==> src/rtl/dsc_pkg.sv <==
package dsc_pkg;

    // Switch-control word; exactly one bit is set at any time.
    typedef struct packed {
        logic az;
        logic integ;
        logic ref_up;
        logic ref_dn;
    } dsc_sw_t;

    typedef enum logic [1:0] {
        PH_AZ  = 2'd0,
        PH_INT = 2'd1,
        PH_DE  = 2'd2
    } dsc_phase_e;

    localparam dsc_sw_t SW_AZ  = 4'b1000;
    localparam dsc_sw_t SW_INT = 4'b0100;
    localparam dsc_sw_t SW_UP  = 4'b0010;
    localparam dsc_sw_t SW_DN  = 4'b0001;

    // Number of decimal digits needed to show a non-negative value.
    function automatic int dec_digits(input int value);
        int n;
        int v;
        n = 1;
        v = value;
        for (int i = 0; i < 10; i++) begin
            if (v >= 10) begin
                v = v / 10;
                n = n + 1;
            end
        end
        return n;
    endfunction

endpackage

==> src/rtl/dsc_prescaler.sv <==
module dsc_prescaler #(
    parameter int unsigned PRESCALE = 4
) (
    input  logic clk_i,
    input  logic rst_ni,
    output logic tick_o
);

    localparam int unsigned PW = (PRESCALE > 1) ? $clog2(PRESCALE) : 1;

    generate
        if (PRESCALE == 1) begin : g_pass
            assign tick_o = 1'b1;
        end else begin : g_div
            localparam logic [PW-1:0] LAST = PW'(PRESCALE - 1);
            logic [PW-1:0] div_d, div_q;

            always_comb begin
                div_d = (div_q == LAST) ? '0 : div_q + 1'b1;
            end

            always_ff @(posedge clk_i or negedge rst_ni) begin
                if (!rst_ni) begin
                    div_q <= '0;
                end else begin
                    div_q <= div_d;
                end
            end

            assign tick_o = (div_q == LAST);
        end
    endgenerate

endmodule

==> src/rtl/dsc_bcd_counter.sv <==
module dsc_bcd_counter #(
    parameter int unsigned DIGITS = 4
) (
    input  logic                  clk_i,
    input  logic                  rst_ni,
    input  logic                  clr_i,
    input  logic                  inc_i,
    output logic [4*DIGITS-1:0]   bcd_o
);

    logic [DIGITS-1:0] carry;

    assign carry[0] = inc_i;

    generate
        for (genvar g = 0; g < DIGITS; g++) begin : g_dig
            logic [3:0] dig_d, dig_q;
            logic       at_nine;

            assign at_nine = (dig_q == 4'd9);

            if (g < DIGITS - 1) begin : g_carry
                assign carry[g+1] = carry[g] & at_nine;
            end

            always_comb begin
                dig_d = dig_q;
                if (clr_i) begin
                    dig_d = 4'd0;
                end else if (carry[g]) begin
                    dig_d = at_nine ? 4'd0 : dig_q + 4'd1;
                end
            end

            always_ff @(posedge clk_i or negedge rst_ni) begin
                if (!rst_ni) begin
                    dig_q <= 4'd0;
                end else begin
                    dig_q <= dig_d;
                end
            end

            assign bcd_o[4*g +: 4] = dig_q;
        end
    endgenerate

endmodule

==> src/rtl/dsc_phase_ctrl.sv <==
module dsc_phase_ctrl
    import dsc_pkg::*;
#(
    parameter int unsigned INT_COUNTS   = 1000,
    parameter int unsigned DE_MAX       = 2000,
    parameter int unsigned CYCLE_COUNTS = 4000
) (
    input  logic    clk_i,
    input  logic    rst_ni,
    input  logic    tick_i,
    input  logic    cmp_i,
    output dsc_sw_t sw_o,
    output logic    neg_o,
    output logic    step_o,
    output logic    done_o,
    output logic    over_o
);

    localparam int unsigned TW = $clog2(CYCLE_COUNTS);
    localparam logic [TW-1:0] INT_LAST = TW'(INT_COUNTS - 1);
    localparam logic [TW-1:0] DE_LAST  = TW'(INT_COUNTS + DE_MAX - 1);
    localparam logic [TW-1:0] CYC_LAST = TW'(CYCLE_COUNTS - 1);
    localparam logic [TW-1:0] RST_POS  = TW'(INT_COUNTS + DE_MAX);

    typedef struct packed {
        dsc_phase_e    phase;
        logic [TW-1:0] pos;
        logic          neg;
        dsc_sw_t       sw;
    } ctrl_t;

    ctrl_t s_d, s_q;
    logic  crossed;

    always_comb begin
        s_d     = s_q;
        step_o  = 1'b0;
        done_o  = 1'b0;
        over_o  = 1'b0;
        crossed = (cmp_i == s_q.neg);
        if (tick_i) begin
            s_d.pos = (s_q.pos == CYC_LAST) ? '0 : s_q.pos + 1'b1;
            unique case (s_q.phase)
                PH_AZ: begin
                    if (s_q.pos == CYC_LAST) begin
                        s_d.phase = PH_INT;
                        s_d.sw    = SW_INT;
                    end
                end
                PH_INT: begin
                    if (s_q.pos == INT_LAST) begin
                        s_d.neg   = ~cmp_i;
                        s_d.phase = PH_DE;
                        s_d.sw    = cmp_i ? SW_DN : SW_UP;
                    end
                end
                PH_DE: begin
                    if (crossed) begin
                        done_o = 1'b1;
                    end else if (s_q.pos == DE_LAST) begin
                        done_o = 1'b1;
                        over_o = 1'b1;
                    end else begin
                        step_o = 1'b1;
                    end
                    if (done_o) begin
                        s_d.phase = PH_AZ;
                        s_d.sw    = SW_AZ;
                    end
                end
                default: begin
                    s_d.phase = PH_AZ;
                    s_d.sw    = SW_AZ;
                end
            endcase
        end
    end

    always_ff @(posedge clk_i or negedge rst_ni) begin
        if (!rst_ni) begin
            s_q.phase <= PH_AZ;
            s_q.pos   <= RST_POS;
            s_q.neg   <= 1'b0;
            s_q.sw    <= SW_AZ;
        end else begin
            s_q <= s_d;
        end
    end

    assign sw_o  = s_q.sw;
    assign neg_o = s_q.neg;

endmodule

==> src/rtl/dsc_sequencer.sv <==
module dsc_sequencer
    import dsc_pkg::*;
#(
    parameter int unsigned PRESCALE     = 4,
    parameter int unsigned INT_COUNTS   = 1000,
    parameter int unsigned DE_MAX       = 2000,
    parameter int unsigned CYCLE_COUNTS = 4000,
    localparam int unsigned DIGITS      = dsc_pkg::dec_digits(int'(DE_MAX) - 1),
    localparam int unsigned BCD_W       = 4 * DIGITS
) (
    input  logic             clk_i,
    input  logic             rst_ni,
    input  logic             cmp_i,
    output logic             sw_az_o,
    output logic             sw_int_o,
    output logic             sw_ref_up_o,
    output logic             sw_ref_dn_o,
    output logic [BCD_W-1:0] rd_bcd_o,
    output logic             rd_neg_o,
    output logic             rd_over_o,
    output logic             rd_valid_o
);

    typedef struct packed {
        logic [BCD_W-1:0] bcd;
        logic             neg;
        logic             over;
        logic             valid;
    } latch_t;

    logic             tick;
    dsc_sw_t          sw;
    logic             ctrl_neg;
    logic             de_step;
    logic             de_done;
    logic             de_over;
    logic [BCD_W-1:0] cnt_bcd;
    latch_t           lat_d, lat_q;

    dsc_prescaler #(
        .PRESCALE (PRESCALE)
    ) u_pre (
        .clk_i  (clk_i),
        .rst_ni (rst_ni),
        .tick_o (tick)
    );

    dsc_phase_ctrl #(
        .INT_COUNTS   (INT_COUNTS),
        .DE_MAX       (DE_MAX),
        .CYCLE_COUNTS (CYCLE_COUNTS)
    ) u_ctrl (
        .clk_i  (clk_i),
        .rst_ni (rst_ni),
        .tick_i (tick),
        .cmp_i  (cmp_i),
        .sw_o   (sw),
        .neg_o  (ctrl_neg),
        .step_o (de_step),
        .done_o (de_done),
        .over_o (de_over)
    );

    dsc_bcd_counter #(
        .DIGITS (DIGITS)
    ) u_cnt (
        .clk_i  (clk_i),
        .rst_ni (rst_ni),
        .clr_i  (de_done),
        .inc_i  (de_step),
        .bcd_o  (cnt_bcd)
    );

    always_comb begin
        lat_d       = lat_q;
        lat_d.valid = 1'b0;
        if (de_done) begin
            lat_d.bcd   = de_over ? '0 : cnt_bcd;
            lat_d.neg   = ctrl_neg;
            lat_d.over  = de_over;
            lat_d.valid = 1'b1;
        end
    end

    always_ff @(posedge clk_i or negedge rst_ni) begin
        if (!rst_ni) begin
            lat_q <= '0;
        end else begin
            lat_q <= lat_d;
        end
    end

    assign sw_az_o     = sw.az;
    assign sw_int_o    = sw.integ;
    assign sw_ref_up_o = sw.ref_up;
    assign sw_ref_dn_o = sw.ref_dn;
    assign rd_bcd_o    = lat_q.bcd;
    assign rd_neg_o    = lat_q.neg;
    assign rd_over_o   = lat_q.over;
    assign rd_valid_o  = lat_q.valid;

endmodule

==> config.mk <==
export PLATFORM = sky130hd
export DESIGN_NAME = dsc_sequencer
export DESIGN_NICKNAME = d
export VERILOG_FILES = /design/src/rtl/dsc_pkg.sv /design/src/rtl/dsc_prescaler.sv /design/src/rtl/dsc_bcd_counter.sv /design/src/rtl/dsc_phase_ctrl.sv /design/src/rtl/dsc_sequencer.sv
export SDC_FILE = /design/constraint.sdc
export NUM_CORES = 1
export LEC_CHECK = 0
export BUFFER_PORTS_ARGS = -buffer_cell sky130_fd_sc_hd__buf_4
export CORE_AREA = 2 2 71 87
export DETAILED_ROUTE_END_ITERATION = 10
export DIE_AREA = 0 0 73 89
export PLACE_DENSITY = 0.68
export REMOVE_ABC_BUFFERS = 1
export SETUP_SLACK_MARGIN = 0.05
export SKIP_CTS_REPAIR_TIMING = 1
export SYNTH_ARGS = -nofsm -noshare
export SYNTH_HDL_FRONTEND = slang
export SYNTH_SLANG_ARGS = --single-unit
==> constraint.sdc <==
create_clock -name clk_i -period 5.06 [get_ports clk_i]
set_input_delay 1.012 -clock clk_i [delete_from_list [all_inputs] [get_ports clk_i]]
set_output_delay 1.012 -clock clk_i [all_outputs]
set_load 0.1 [all_outputs]
==> qor.csv <==
metric;value;unit
Peak Freq;382;MHz
slowest cell delay on critical path;0.76;ns
FF+latch count, synth;55;
Pleak;1.35;nW
Core Util, Final;54.9;%
CP Class;reg -> reg;
largest net degree at the start of global routing;56;
antenna violations before repair;0;
n_diodes;0;
Post-synth EDFFs;0;
post-synthesis cell area;2770;µm²
Seq/Total Area, Yosys;50.0;%
All-Layer GR Usage;18.0;%
Worst Hold Class;reg -> reg;
Yosys cell types;55;
Worst setup EP type;flip-flop;
slowest cell on the critical path;nor2_2;
GR peak layer;met2;
hold_sp;u_pre.g_div.div_q[0]$_DFF_PN0_;
share of layout cells above drive strength 1;19.1;%
number of max-cap violations;0;
post-synthesis cell count;254;
ys async rst share;100;%
Rows;30;
clk_lat worst skew;0.30;ns
Final Slew Violations;0;
P&R area growth vs syn;10.6;%
Placer Congestion;0.822;
largest cells by area after synthesis;dfrtp_1 (42%), dfstp_2 (7.6%), a22o_1 (6.0%), ha_1 (4.5%), nor2_1 (3.1%);
RSZ-0062 raised after global routing;false;
post-route ant nets;0;
grt ovf;0;
met2 Use GR;30.5;%
Root Buffer;clkbuf_8;
Slew @ Worst Pin;0.845;ns
syn_area_per_cell;10.9;µm²
Worst-path clk slew;0.10;ns
vias per cell;5.96;
final setup vio count;0;
period utilisation layout;51.8;%
core area;5590;µm²
final instance area;3070;µm²
Port Buffer Count;25;
area leader, netlist;dfrtp_1;
critical path data arrival time;2.82;ns
DP Area;2980;µm²
CTS H-tree lvls;2;
post-synth top area share;42.4;%
Die H;89;µm
prevailing post-synth register cell;dfrtp_1;
vias in the first global route;1989;
die area;6500;µm²
# IOs;26;
clock skew;0.00719;ns
drt total wl;5.43;mm
startpoint types;flip-flop;
Die W;73;µm
Post-layout nets;290;
most common cell in the netlist;dfrtp_1;
First-pass DRT Iterations;4;
GRT met1 Usage;23.1;%
DRC Markers;0;
critical path cell sequence;ha_1 > nand3b_1 > nor2_2 > a21oi_4 > inv_2 > o21ai_1;
post-route minimum period;2.62;ns
Post-synth top cells;dfrtp_1 (47), nor2_1 (23), a22o_1 (19);
Critical R2R Launch;u_pre.g_div.div_q[0]$_DFF_PN0_;
Via Count;2037;
Tot Pwr;699;µW
Avg WL per Cell;15.9;µm
max_slew headroom;43.6;%
initial DRC count;205;
Critical Path RT;5.26;ns
detailed placer's ending HPWL;3.70;mm
final hold violation count;0;
CTS tree;yes;
first-pass GRT wire length;9.38;mm
total CTS buffers;5;
Peak VDD IR;0.132;mV
initial core utilization;49.6;%
run status;complete, no violations;
CP Max Fanout;18;
Yosys warning count;0;
Pwr Density;228;nW/µm²
Longest Clk Path Bufs;2;
met3 Use GR;3.04;%
Post-Route Setup TNS;0;ns
Setup crit start;u_pre.g_div.div_q[0]$_DFF_PN0_;
clk sinks;55;
[path summary, 6_finish.rpt]
check | endpoint | slack [ns] | cells after the start
worst max-delay path | u_cnt.g_dig[1].dig_q[3]$_DFFE_PN0P_ | 2.44 | 6
worst min-delay path | u_pre.g_div.div_q[0]$_DFF_PN0_ | 0.43 | 1
worst max register to register | u_cnt.g_dig[1].dig_q[3]$_DFFE_PN0P_ | 2.44 | 6
worst min register to register | u_pre.g_div.div_q[0]$_DFF_PN0_ | 0.43 | 1
max in group asynchronous | u_ctrl.s_q[15]$_DFFE_PN0P_ | 3.87 | 1
min in group asynchronous | rd_bcd_o[12]$_DFFE_PN0P_ | 0.71 | 1
[metal layers]
| layer | vias to the layer above | share of wire, % |
|---|---|---|
| li1 | 995 | - |
| met5 | - | 0 |
| met3 | 7 | 3.1 |
| met1 | 1000 | 44 |
| met4 | 0 | 1.3 |
| met2 | 35 | 52 |
[kinds of logic (layout without fill, tap and decap cells)]
logic type | count (synthesis) | count (layout) | share of synthesized area [%]
AO/OA/AOI/OAI | 67 | 67 | 18.5
XOR/XNOR | 11 | 11 | 3.75
adder cells (fa/ha/maj) | 10 | 10 | 4.51
buffers and inverters | 22 | 46 | 3.97
flip-flops | 55 | 55 | 50.0
multiplexers | 2 | 2 | 0.812
AND/OR/NAND/NOR | 87 | 87 | 18.4
[cell type report]
type,count,area [µm²]
clock buffer,6,72.6
clock inverter,2,12.5
fill,464,2520
inverter,12,45.0
multi-input combinational,177,1280
sequential,55,1390
tap,64,80.1
timing repair buffer,26,195
[per-stage QoR]
step / std cells / hold WS (ns) / setup WS [ns]
2_1_floorplan: 244 / 0.403 / 2.75
3_3_place_gp: 334 / 0.412 / 2.32
3_5_place_dp: 334 / 0.419 / 2.28
4_1_cts: 342 / 0.436 / 2.36
5_1_grt: 342 / 0.443 / 2.13
6_report: 342 / 0.434 / 2.44
[registers in the layout, summed over array words and instances, names as in the netlist]
signal	count
u_ctrl.s_q	14
u_cnt.g_dig.dig_q	16
rd_neg_o	1
rd_bcd_o	16
u_pre.g_div.div_q	2
u_ctrl.neg_o	1
u_ctrl.sw_o	3
rd_valid_o	1
rd_over_o	1
[critical path: cells and delay by family (launching register included)]
family                     cells  cell delay (ns)
adders and majority gates      1             0.46
and+or+nand+nor                2             1.10
buffers and inverters          1             0.27
AOI/OAI and AO/OA              2             0.32
DFF                            1             0.36
[layout by cell type (no fill, tap or decap), types with 4 or more instances in the layout]
cell type,count
a21oi_1,13
a22o_1,19
and3_1,4
and3b_1,5
buf_4,26
clkbuf_8,5
dfrtp_1,47
dfstp_2,8
ha_1,10
inv_1,11
nand2_1,11
nand3_1,7
nand4_1,7
nor2_1,23
nor3_1,4
o21ai_0,5
o31ai_1,6
or4_1,4
xnor2_1,6
xor2_1,4
[where the power goes]
part / switching [mW] / internal, mW / total (mW)
Combinational: 0.0163 / 0.00360 / 0.0199
Clock: 0.140 / 0.0971 / 0.237
Sequential: 0.000830 / 0.440 / 0.441
Total: 0.157 / 0.541 / 0.699
Power figures use the tool's default switching activity.
